$ cat src/rtl/sem_pkg.sv
package sem_pkg;
  typedef enum logic [1:0] {
    OP_POLL    = 2'd0,
    OP_QUEUE   = 2'd1,
    OP_RELEASE = 2'd2,
    OP_RSVD    = 2'd3
  } sem_op_t;

  typedef enum logic [1:0] {
    RSP_OK     = 2'd0,
    RSP_BUSY   = 2'd1,
    RSP_QUEUED = 2'd2,
    RSP_ERR    = 2'd3
  } sem_rsp_t;
endpackage

$ cat src/rtl/sem_slot.sv
module sem_slot
  import sem_pkg::*;
#(
  parameter int NUM_CORES = 4,
  localparam int CORE_W = $clog2(NUM_CORES),
  localparam int QD = NUM_CORES - 1
) (
  input  logic                   clk,
  input  logic                   rst,
  input  logic [NUM_CORES-1:0]   hit,
  input  logic [2*NUM_CORES-1:0] op_bus,
  output logic [NUM_CORES-1:0]   rsp_v,
  output logic [2*NUM_CORES-1:0] rsp_c,
  output logic [NUM_CORES-1:0]   irq_o,
  output logic                   own_v,
  output logic [CORE_W-1:0]      own_id
);
  logic                 own_v_r, n_ov;
  logic [CORE_W-1:0]    own_r, n_own;
  logic [CORE_W-1:0]    q_r [QD];
  logic [CORE_W-1:0]    n_q [QD];
  logic [CORE_W-1:0]    cnt_r, n_cnt;
  logic [NUM_CORES-1:0] wait_r, n_wait;
  logic [NUM_CORES-1:0] n_rv, n_irq, rv_r, irq_r;
  logic [2*NUM_CORES-1:0] n_rc, rc_r;

  // Serial walk over the cores in ascending ID; each step sees prior steps.
  always_comb begin
    n_ov   = own_v_r;
    n_own  = own_r;
    n_q    = q_r;
    n_cnt  = cnt_r;
    n_wait = wait_r;
    n_rv   = '0;
    n_rc   = '0;
    n_irq  = '0;
    for (int c = 0; c < NUM_CORES; c++) begin
      if (hit[c]) begin
        n_rv[c] = 1'b1;
        unique case (sem_op_t'(op_bus[2*c +: 2]))
          OP_POLL, OP_QUEUE: begin
            if ((n_ov && n_own == CORE_W'(c)) || n_wait[c]) begin
              n_rc[2*c +: 2] = RSP_ERR;
            end else if (!n_ov) begin
              n_ov  = 1'b1;
              n_own = CORE_W'(c);
              n_rc[2*c +: 2] = RSP_OK;
              if (sem_op_t'(op_bus[2*c +: 2]) == OP_QUEUE) n_irq[c] = 1'b1;
            end else if (sem_op_t'(op_bus[2*c +: 2]) == OP_QUEUE) begin
              n_q[n_cnt] = CORE_W'(c);
              n_cnt      = n_cnt + CORE_W'(1);
              n_wait[c]  = 1'b1;
              n_rc[2*c +: 2] = RSP_QUEUED;
            end else begin
              n_rc[2*c +: 2] = RSP_BUSY;
            end
          end
          OP_RELEASE: begin
            if (n_ov && n_own == CORE_W'(c)) begin
              n_rc[2*c +: 2] = RSP_OK;
              if (n_cnt != '0) begin
                n_own = n_q[0];
                n_wait[n_q[0]] = 1'b0;
                n_irq[n_q[0]]  = 1'b1;
                for (int j = 0; j < QD - 1; j++) n_q[j] = n_q[j+1];
                n_cnt = n_cnt - CORE_W'(1);
              end else begin
                n_ov = 1'b0;
              end
            end else begin
              n_rc[2*c +: 2] = RSP_ERR;
            end
          end
          default: n_rc[2*c +: 2] = RSP_ERR;
        endcase
      end
    end
  end

  always_ff @(posedge clk) begin
    if (rst) begin
      own_v_r <= 1'b0;
      own_r   <= '0;
      cnt_r   <= '0;
      wait_r  <= '0;
      rv_r    <= '0;
      rc_r    <= '0;
      irq_r   <= '0;
    end else begin
      own_v_r <= n_ov;
      own_r   <= n_own;
      cnt_r   <= n_cnt;
      wait_r  <= n_wait;
      rv_r    <= n_rv;
      rc_r    <= n_rc;
      irq_r   <= n_irq;
    end
  end

  // Wait-list storage has no reset; only entries below cnt_r are meaningful.
  always_ff @(posedge clk) begin
    q_r <= n_q;
  end

  assign rsp_v  = rv_r;
  assign rsp_c  = rc_r;
  assign irq_o  = irq_r;
  assign own_v  = own_v_r;
  assign own_id = own_r;

  assert_queue_bound_R9: assert property (@(posedge clk) disable iff (rst)
    cnt_r <= CORE_W'(QD));
  assert_owner_not_waiting_R9: assert property (@(posedge clk) disable iff (rst)
    own_v_r |-> !wait_r[own_r]);
  assert_free_means_empty_R7: assert property (@(posedge clk) disable iff (rst)
    !own_v_r |-> (cnt_r == '0 && wait_r == '0));

  for (genvar g = 0; g < NUM_CORES; g++) begin : g_chk
    assert_irq_to_owner_R3: assert property (@(posedge clk) disable iff (rst)
      irq_r[g] |-> (own_v_r && own_r == CORE_W'(g)));
    assert_irq_pulse_R7: assert property (@(posedge clk) disable iff (rst)
      irq_r[g] |=> !irq_r[g]);
  end
endmodule

$ cat src/rtl/sem_bank.sv
module sem_bank
  import sem_pkg::*;
#(
  parameter int NUM_CORES = 4,
  parameter int NUM_SEMS  = 8,
  localparam int CORE_W = $clog2(NUM_CORES),
  localparam int SEM_W  = $clog2(NUM_SEMS)
) (
  input  logic                       clk,
  input  logic                       rst,
  input  logic [NUM_CORES-1:0]       req_valid,
  input  logic [2*NUM_CORES-1:0]     req_op,
  input  logic [SEM_W*NUM_CORES-1:0] req_sem,
  output logic [NUM_CORES-1:0]       rsp_valid,
  output logic [2*NUM_CORES-1:0]     rsp_code,
  output logic [NUM_CORES-1:0]       irq,
  input  logic [SEM_W-1:0]           rd_sem,
  output logic                       rd_valid,
  output logic [CORE_W-1:0]          rd_owner
);
  logic [NUM_CORES-1:0]   s_rv  [NUM_SEMS];
  logic [2*NUM_CORES-1:0] s_rc  [NUM_SEMS];
  logic [NUM_CORES-1:0]   s_irq [NUM_SEMS];
  logic                   s_ov  [NUM_SEMS];
  logic [CORE_W-1:0]      s_own [NUM_SEMS];

  for (genvar s = 0; s < NUM_SEMS; s++) begin : g_sem
    logic [NUM_CORES-1:0] hit;
    always_comb begin
      for (int c = 0; c < NUM_CORES; c++)
        hit[c] = req_valid[c] && (req_sem[c*SEM_W +: SEM_W] == SEM_W'(s));
    end
    sem_slot #(.NUM_CORES(NUM_CORES)) u_slot (
      .clk    (clk),
      .rst    (rst),
      .hit    (hit),
      .op_bus (req_op),
      .rsp_v  (s_rv[s]),
      .rsp_c  (s_rc[s]),
      .irq_o  (s_irq[s]),
      .own_v  (s_ov[s]),
      .own_id (s_own[s])
    );
  end

  // Each core addresses one semaphore per cycle, so per-slot outputs are disjoint.
  always_comb begin
    rsp_valid = '0;
    rsp_code  = '0;
    irq       = '0;
    for (int s = 0; s < NUM_SEMS; s++) begin
      rsp_valid = rsp_valid | s_rv[s];
      rsp_code  = rsp_code  | s_rc[s];
      irq       = irq       | s_irq[s];
    end
  end

  always_ff @(posedge clk) begin
    if (rst) begin
      rd_valid <= 1'b0;
      rd_owner <= '0;
    end else if (int'(rd_sem) < NUM_SEMS) begin
      rd_valid <= s_ov[rd_sem];
      rd_owner <= s_ov[rd_sem] ? s_own[rd_sem] : '0;
    end else begin
      rd_valid <= 1'b0;
      rd_owner <= '0;
    end
  end

  for (genvar c = 0; c < NUM_CORES; c++) begin : g_rsp_chk
    assert_rsp_follows_req_R2: assert property (@(posedge clk) disable iff (rst)
      rsp_valid[c] |-> $past(req_valid[c]));
    assert_no_rsp_without_req_R2: assert property (@(posedge clk) disable iff (rst)
      !req_valid[c] |=> !rsp_valid[c]);
  end
endmodule

$ cat config.mk
export PLATFORM = sky130hd
export DESIGN_NAME = sem_bank
export DESIGN_NICKNAME = d
export VERILOG_FILES = /design/src/rtl/sem_pkg.sv /design/src/rtl/sem_slot.sv /design/src/rtl/sem_bank.sv
export SDC_FILE = /design/constraint.sdc
export NUM_CORES = 1
export LEC_CHECK = 0
export BUFFER_PORTS_ARGS = -buffer_cell sky130_fd_sc_hd__buf_2
export CORE_ASPECT_RATIO = 1.1
export CORE_UTILIZATION = 35
export CTS_CLUSTER_SIZE = 14
export DETAILED_ROUTE_END_ITERATION = 10
export GPL_ROUTABILITY_DRIVEN = 0
export MAX_ROUTING_LAYER = met4
export SETUP_SLACK_MARGIN = 0.02
export SYNTH_ARGS = -nofsm -noshare
export SYNTH_HDL_FRONTEND = slang
export SYNTH_SLANG_ARGS = --single-unit
$ cat constraint.sdc
create_clock -name clk -period 11.5 [get_ports clk]
set_input_delay 0 -clock clk [delete_from_list [all_inputs] [get_ports clk]]
set_output_delay 0 -clock clk [all_outputs]
set_load 0.02 [all_outputs]
# Word-level counts from Yosys, hierarchy flattened
# Index checks and enable logic that the tools add are counted.
[word_totals]
register_bits = 251
in_bits = 29
output_inout_bits = 19
wordCells = 2518
[classes]
add_sub_neg = 64
order_cmp = 129
n_eq_ne = 60
muxes = 1667
bitwise = 247
reduce_logical = 245
[ops]
columns = ["operator", "n"]
rows = [
  ["$mux W2", 550],
  ["$mux W4", 256],
  ["$mux W6", 128],
  ["$mux W1", 411],
  ["$pmux W2 S2", 96],
  ["$pmux W4 S2", 32],
  ["$pmux W1 S2", 96],
  ["$or A4 B4 Y4", 38],
  ["$and A4 B4 Y4", 32],
  ["$demux W2 S2", 32],
  ["$logic_and A1 B1 Y1", 128],
  ["$not A4 Y4", 32],
  ["$ge A3 B3 Y1 const B", 32],
  ["$lt A2 B3 Y1 const B", 32],
  ["$lt A3 B1 Y1 const B", 32],
  ["$mux W3", 32],
  ["$not A2 Y3", 32],
  ["$reduce_or A2 Y1", 37],
  ["$add A2 B1 Y2 const B", 32],
  ["$demux W1 S2", 32],
  ["$ge A2 B1 Y1 const B", 32],
  ["$reduce_bool A2 Y1", 32],
  ["$sub A2 B1 Y2 const B", 32],
  ["$or A8 B8 Y8", 7],
  ["19 further kinds", 217],
]

# Longest topological paths before layout
[depth]
word_depth = 37
ltp_mapped = 28
mapped_depth_nobuf = 21

# Cells and area by module
# A second synthesis with hierarchy kept.
[unflattened]
hier_cells = 3351
hier_area_um2 = 26206.4
[by_module_without_submodules]
columns = ["mod", "n_inst", "cells_each", "area_each_um2", "seq_area_each_um2"]
rows = [
  ["sem_slot at g_sem[0].u_slot ...", 6, 403, 3185.6, 620.6],
  ["sem_slot at g_sem[2].u_slot", 1, 412, 3285.7, 620.6],
  ["sem_slot at g_sem[7].u_slot", 1, 398, 3006.6, 620.6],
  ["sem_bank", 1, 123, 800.8, 60.1],
]

# Worst setup path after synthesis
# OpenSTA, ideal clock, no wires.
[synth_timing]
path_kind = "reg-to-reg"
startpoint = "register g_sem[7].u_slot.own_v_r"
endpoint = "register g_sem[7].u_slot.wait_r[2]"
setup_ns = 0.116
arrival_time_ns = 5.407
required_time_ns = 11.384
path_slack_ns = 5.977
path_stages_with_launch = 21
path_buffers = 1
synth_period_minus_slack_ns = 5.523
path_cell_list = "dfxtp_1 clkbuf_1 or4b_2 nor3_1 a21oi_1 o22ai_1 ha_1 inv_1 nand3_1 nor3_2 a32oi_4 nor2_2 nor4_1 mux2i_1 a211oi_1 inv_1 ha_1 or3_1 or4_2 or3_1 and4_1"
[synth_between]
elab_chain_len = 33
elab_cells_between_ends = 145
cone_classes = "add/sub: 4; order compare: 10; eq/ne: 3; mux: 99; bitwise: 14; reduce/logical: 15"
[synth_lines]
columns = ["item", "line", "text"]
rows = [
  ["start: declaration", "sem_slot.sv:18", "logic own_v_r, n_ov;"],
  ["start signal: assignment", "sem_slot.sv:90", "own_v_r <= n_ov;"],
  ["$logic_and A1 B1 Y1", "sem_slot.sv:42, sem_slot.sv:59", ""],
  ["$logic_or A1 B1 Y1", "sem_slot.sv:42", "if ((n_ov && n_own == CORE_W'(c)) || n_wait[c]) begin"],
  ["$mux W2", "sem_slot.sv:42", ""],
  ["$pmux W2 S2", "sem_slot.sv:40", "unique case (sem_op_t'(op_bus[2*c +: 2]))"],
  ["$mux W2", "sem_slot.sv:38", "if (hit[c]) begin"],
  ["$add A2 B1 Y2, or another cell as far along", "sem_slot.sv:51", "n_cnt = n_cnt + CORE_W'(1);"],
  ["$mux W2, or another cell as far along", "sem_slot.sv:49", "end else if (sem_op_t'(op_bus[2*c +: 2]) == OP_QUEUE) begin"],
  ["$mux W2, or another cell as far along", "sem_slot.sv:44", "end else if (!n_ov) begin"],
  ["[17 not listed]", "n/a", ""],
  ["$mux W1 (not written as such)", "sem_slot.sv:63", "n_wait[n_q[0]] = 1'b0;"],
  ["$demux W1 S2", "n/a", ""],
  ["$not A4 Y4 (no source line)", "n/a", ""],
  ["$and A4 B4 Y4 (no source line)", "n/a", ""],
  ["$mux W4", "sem_slot.sv:61", "if (n_cnt != '0) begin"],
  ["$mux W4", "sem_slot.sv:59", "if (n_ov && n_own == CORE_W'(c)) begin"],
  ["$mux W3", "sem_slot.sv:40", ""],
  ["$mux W4 *", "sem_slot.sv:38", ""],
  ["end signal: assignment", "sem_slot.sv:93", "wait_r <= n_wait;"],
  ["end: declaration", "sem_slot.sv:23", "logic [NUM_CORES-1:0] wait_r, n_wait;"],
]
# Every way passes the cells marked *; elsewhere a longest branch is shown, timed or not.
# A chain may end at the register's enable or synchronous reset.

# Worst setup path in the final report
[layout_timing]
startpoint = "register g_sem[1].u_slot.own_v_r"
endpoint = "register g_sem[1].u_slot.irq_r[1]"
[layout_between]
elab_chain_len = 32
elab_cells_between_ends = 151
cone_classes = "add/sub: 4; order compare: 10; eq/ne: 3; mux: 106; bitwise: 13; reduce/logical: 15"
[layout_lines]
columns = ["item", "line", "text"]
rows = [
  ["start: declaration", "sem_slot.sv:18", ""],
  ["start signal: assignment", "sem_slot.sv:90", ""],
  ["$logic_and A1 B1 Y1", "sem_slot.sv:42, sem_slot.sv:59", ""],
  ["$logic_or A1 B1 Y1", "sem_slot.sv:42", ""],
  ["$mux W2", "sem_slot.sv:42", ""],
  ["$pmux W2 S2", "sem_slot.sv:40", ""],
  ["$mux W2", "sem_slot.sv:38", ""],
  ["$add A2 B1 Y2, or another cell as far along", "sem_slot.sv:51", ""],
  ["$mux W2, or another cell as far along", "sem_slot.sv:49", ""],
  ["$mux W2, or another cell as far along", "sem_slot.sv:44", ""],
  ["[16 not listed]", "n/a", ""],
  ["$logic_and A1 B1 Y1 (not written as such)", "sem_slot.sv:64", "n_irq[n_q[0]] = 1'b1;"],
  ["$mux W1 (not written as such)", "sem_slot.sv:64", ""],
  ["$demux W1 S2", "n/a", ""],
  ["$or A4 B4 Y4 (no source line)", "n/a", ""],
  ["$mux W4", "sem_slot.sv:61", ""],
  ["$mux W4", "sem_slot.sv:59", ""],
  ["$mux W3", "sem_slot.sv:40", ""],
  ["$mux W4 *", "sem_slot.sv:38", ""],
  ["end signal: assignment", "sem_slot.sv:96", "irq_r <= n_irq;"],
  ["end: declaration", "sem_slot.sv:24", "logic [NUM_CORES-1:0] n_rv, n_irq, rv_r, irq_r;"],
]
# Marks and branches as above.

==> metrics.csv <==
stage,metric,value,unit
detailed_routing,drt_iter0_markers,3752,
power,ir_drop,0.0000998,V
worst_setup_path,timing.rr.start,g_sem[1].u_slot.own_v$_SDFF_PP0_,
floorplan,core,65400,um^2
power,p_sw_share,34.1,%
global_route,grt_pass1_vias,24300,
timing,timing_hold_violations_final,0,
worst_setup_path,path_cells,nor4bb_1 > a211oi_1 > a2111oi_0 > nor2_1 > a211oi_1 > inv_1 > ha_1 > nor3_1 > a32oi_1 > a211oi_1 > nor2_1 > or2_2 > a21oi_1 > a221o_1 > inv_1 > ha_1 > nor4_2 > nor2b_1 > o31a_1,
power,p_int,1750,uW
floorplan,die_width,248,um
detailed_routing,met1_length,40.3,mm
floorplan,die_height,272,um
power,combPwrFrac,22.6,%
place,dp_hpwl,74.7,mm
worst_setup_path,slowest_stage,a211oi_1,
yosys,ys_warn_count,0,
worst_setup_path,crit_type,flip-flop to flip-flop,
timing,slew_violations,0,
power,pwr-share-seq,35.8,%
yosys,synth-seq-cells,251,
floorplan,num_io_pins,48,
timing,fin_crit_sh,58.6,%
detailed_routing,dr.pass1.iters,11,
yosys,syn_inst,3132,
place,io_buffers,47,
floorplan,placementRows,98,
yosys,synthesis.area,23200,um^2
worst_setup_path,r2r_slack,4.77,ns
detailed_routing,drt-total-wl,101,mm
worst_setup_path,worstPathArrival,7.21,ns
detailed_routing,viasPerCell,6.69,
global_route,grt_overflow,0,
power,power,2650,uW
worst_setup_path,critPathMaxStageDelay,0.76,ns
power,p_per_area,105,nW/um^2
power,clockPowerShare,41.6,%
clock_network,clock-sinks,251,
yosys,yosysSeqAreaShare,21.6,%
worst_setup_path,start_kind,flip-flop,
detailed_routing,drtAntennaViolNets,0,
worst_setup_path,cp_max_fo,13,
yosys,async_reset_ff_share,0,%
worst_setup_path,crit_required,11.97,ns
layout,layout-drive-gt1-share,9.00,%
clock_network,clkLatencyLatePin,0.56,ns
yosys,synth_nets,3320,
timing,setup_violations,0,
timing,worstMarginPinSlew,1.28,ns
worst_setup_path,cp_common_cell,a211oi_1,
global_route,track_usage,29.8,%
timing,fin_crit,6.73,ns
layout,area_delta_synth_final,8.85,%
detailed_routing,wl_met2,43.0,mm
hold_path,hold_path.class,primary input to flip-flop,
clock_network,root_buffer,clkbuf_16,
timing,rsz0062_at_grt,false,
detailed_routing,drc,12,
place,dpl-instance-area,24100,um^2
floorplan,die_area,67400,um^2
yosys,synth_cell_types,115,
clock_network,cts_made_buffers,34,
yosys,synth_edf_count,0,
detailed_routing,via_count,26500,
power,total_leakage_power,0.00939,uW
global_route,antenna_found_initial,7,
yosys,ys.flop_type,dfxtp_1,
layout,layoutNonFillerInstCount,3961,
timing,timing.setup.tns,0,ns
floorplan,initial_core_util,35.6,%
timing,relSlewSlack,13.9,%
power,switchingPower,901,uW
clock_network,htree_levels,2,
clock_network,cts_buffer_depth,3,
timing,fin_skew,0.0227,ns
status,status,"complete, but fails checks",
global_route,grt_max_degree,66,
yosys,syn_avg_cell_area,7.42,um^2
clock_network,cts_tree,done,
worst_setup_path,critical_path.endpoint_type,flip-flop,
global_route,grt_pass1_wl,150,mm
hold_path,hp-start,req_valid[2],
layout,final_nets,3264,
status,violations,DRC,
worst_setup_path,worstSetupStartpoint,g_sem[1].u_slot.own_v$_SDFF_PP0_,
run,maxCapViolCount,0,
layout,fin_area,25300,um^2
detailed_routing,met3_length,11.5,mm
detailed_routing,dr.max_layer_used,met4,
clock_network,path_clk_slew,0.05,ns
clock_network,cts_setup_buffers,0,
place,dp.cells,3887,
timing,fmax,149,MHz
detailed_routing,wl_per_cell,25.6,um
==> timing repair <==
action,in CTS,in global routing
resized for setup,0,0
hold endpoints to repair,22,0
hold buffers,3,0
==> routing by layer <==
layer | up-vias | track usage [%]
met5 | - | -
met4 | 0 | 17.9
met3 | 389 | 6.41
met2 | 1764 | 43.2
met1 | 12400 | 37.6
li1 | 11900 | -
==> critical path: cells and delay by family (launching register included) <==
family	cells	cell delay (ns)
AOI/OAI and AO/OA	8	2.82
adders and majority gates	2	0.64
buffers and inverters	2	0.26
DFF	1	0.61
and+or+nand+nor	7	2.32
==> sequential cells by signal (all words and copies together), names as in the netlist <==
register	count
g_sem.u_slot.cnt_r	16
g_sem.u_slot.irq_o	32
g_sem.u_slot.own_id	16
g_sem.u_slot.own_v	8
g_sem.u_slot.q_r	48
g_sem.u_slot.rsp_c	64
g_sem.u_slot.rsp_v	32
g_sem.u_slot.wait_r	32
rd_owner	2
rd_valid	1
==> power by group through the flow <==
| stage | Combinational [uW] | Clock (uW) | Sequential (uW) |
|---|---|---|---|
| finish | 597 | 1100 | 948 |
| global route | 634 | 1140 | 948 |
| CTS | 573 | 1110 | 944 |
| detailed placement | 569 | 0 | 963 |
| global placement | 569 | 0 | 964 |
| floorplan | 407 | 0 | 930 |
==> cell usage after synthesis (30+ instances only) <==
library cell	count	share of area, %
nand4_1	59	1.6
a211oi_1	46	1.5
ha_1	159	8.6
nand2b_1	41	1.1
or3_1	30	0.81
and2_1	34	0.92
nand3_1	131	2.8
nand2_1	303	4.9
mux2i_1	36	1.6
o21ai_0	135	2.9
nor4_1	81	2.2
and3_1	51	1.4
a22oi_1	33	1.1
clkbuf_1	136	2.2
o22ai_1	36	0.97
o31ai_1	30	0.97
inv_1	127	2.1
a31oi_1	70	1.9
dfxtp_1	251	22
nor3_1	128	2.8
a21oi_1	200	4.3
nor2_1	306	4.9
==> kinds of logic after synthesis <==
| logic type | share of synthesized area (%) |
|---|---|
| fa+ha+maj | 8.56 |
| buf+inv | 5.50 |
| mux | 2.58 |
| simple gates | 32.3 |
| compound gates | 29.5 |
| flops | 21.6 |
==> layout by cell type, fill, tap and decap left out, drive strengths merged, types with 17 or more instances in the layout <==
master   instances
nand4           60
mux2i           36
nor2           309
o31ai           31
a211oi          48
a22oi           33
nor4b           22
o21ai          141
a21oi          200
o22ai           36
buf             91
clkbuf          47
a41oi           24
or2             25
or4             17
o41ai           17
o211ai          28
or3             30
a21o            26
and2            37
a31oi           71
nand2          303
nor2b           19
o21a            17
nor3           134
inv            127
and4            23
nor3b           25
o211a           18
a32oi           22
ha             159
nand3          131
a2111oi         18
nand2b          42
dfxtp          251
and3            51
nor4            91
o221ai          18
==> path summary, 6_finish.rpt <==
path / end / cells past startpoint
worst min-delay path: g_sem[7].u_slot.rsp_v[2]$_SDFF_PP0_ / 3
worst min register to register: g_sem[4].u_slot.rsp_c[0]$_SDFF_PP0_ / 2
worst max register to register: g_sem[1].u_slot.irq_o[1]$_SDFF_PP0_ / 19
worst max-delay path: g_sem[1].u_slot.irq_o[1]$_SDFF_PP0_ / 19
==> through the flow <==
step	worst slack (ns)	hold WS, ns	utilization (%)
after floorplan	5.98	0.151	-
after global placement	4.78	0.316	36.9
after detailed placement	4.64	0.339	36.9
after CTS	4.94	0.0185	38.7
after global routing	4.21	0.0584	38.7
final	4.77	0.0509	38.7
==> final cells by class <==
class                      count  area, um^2
tap                          850        1060
timing repair buffer          94         598
inverter                     129         484
clock inverter                13         155
antenna                       11        27.5
clock buffer                  47         993
fill                        6815       40100
sequential                   251        5020
multi-input combinational   2566       17000
(Power assumes the default switching activity.)
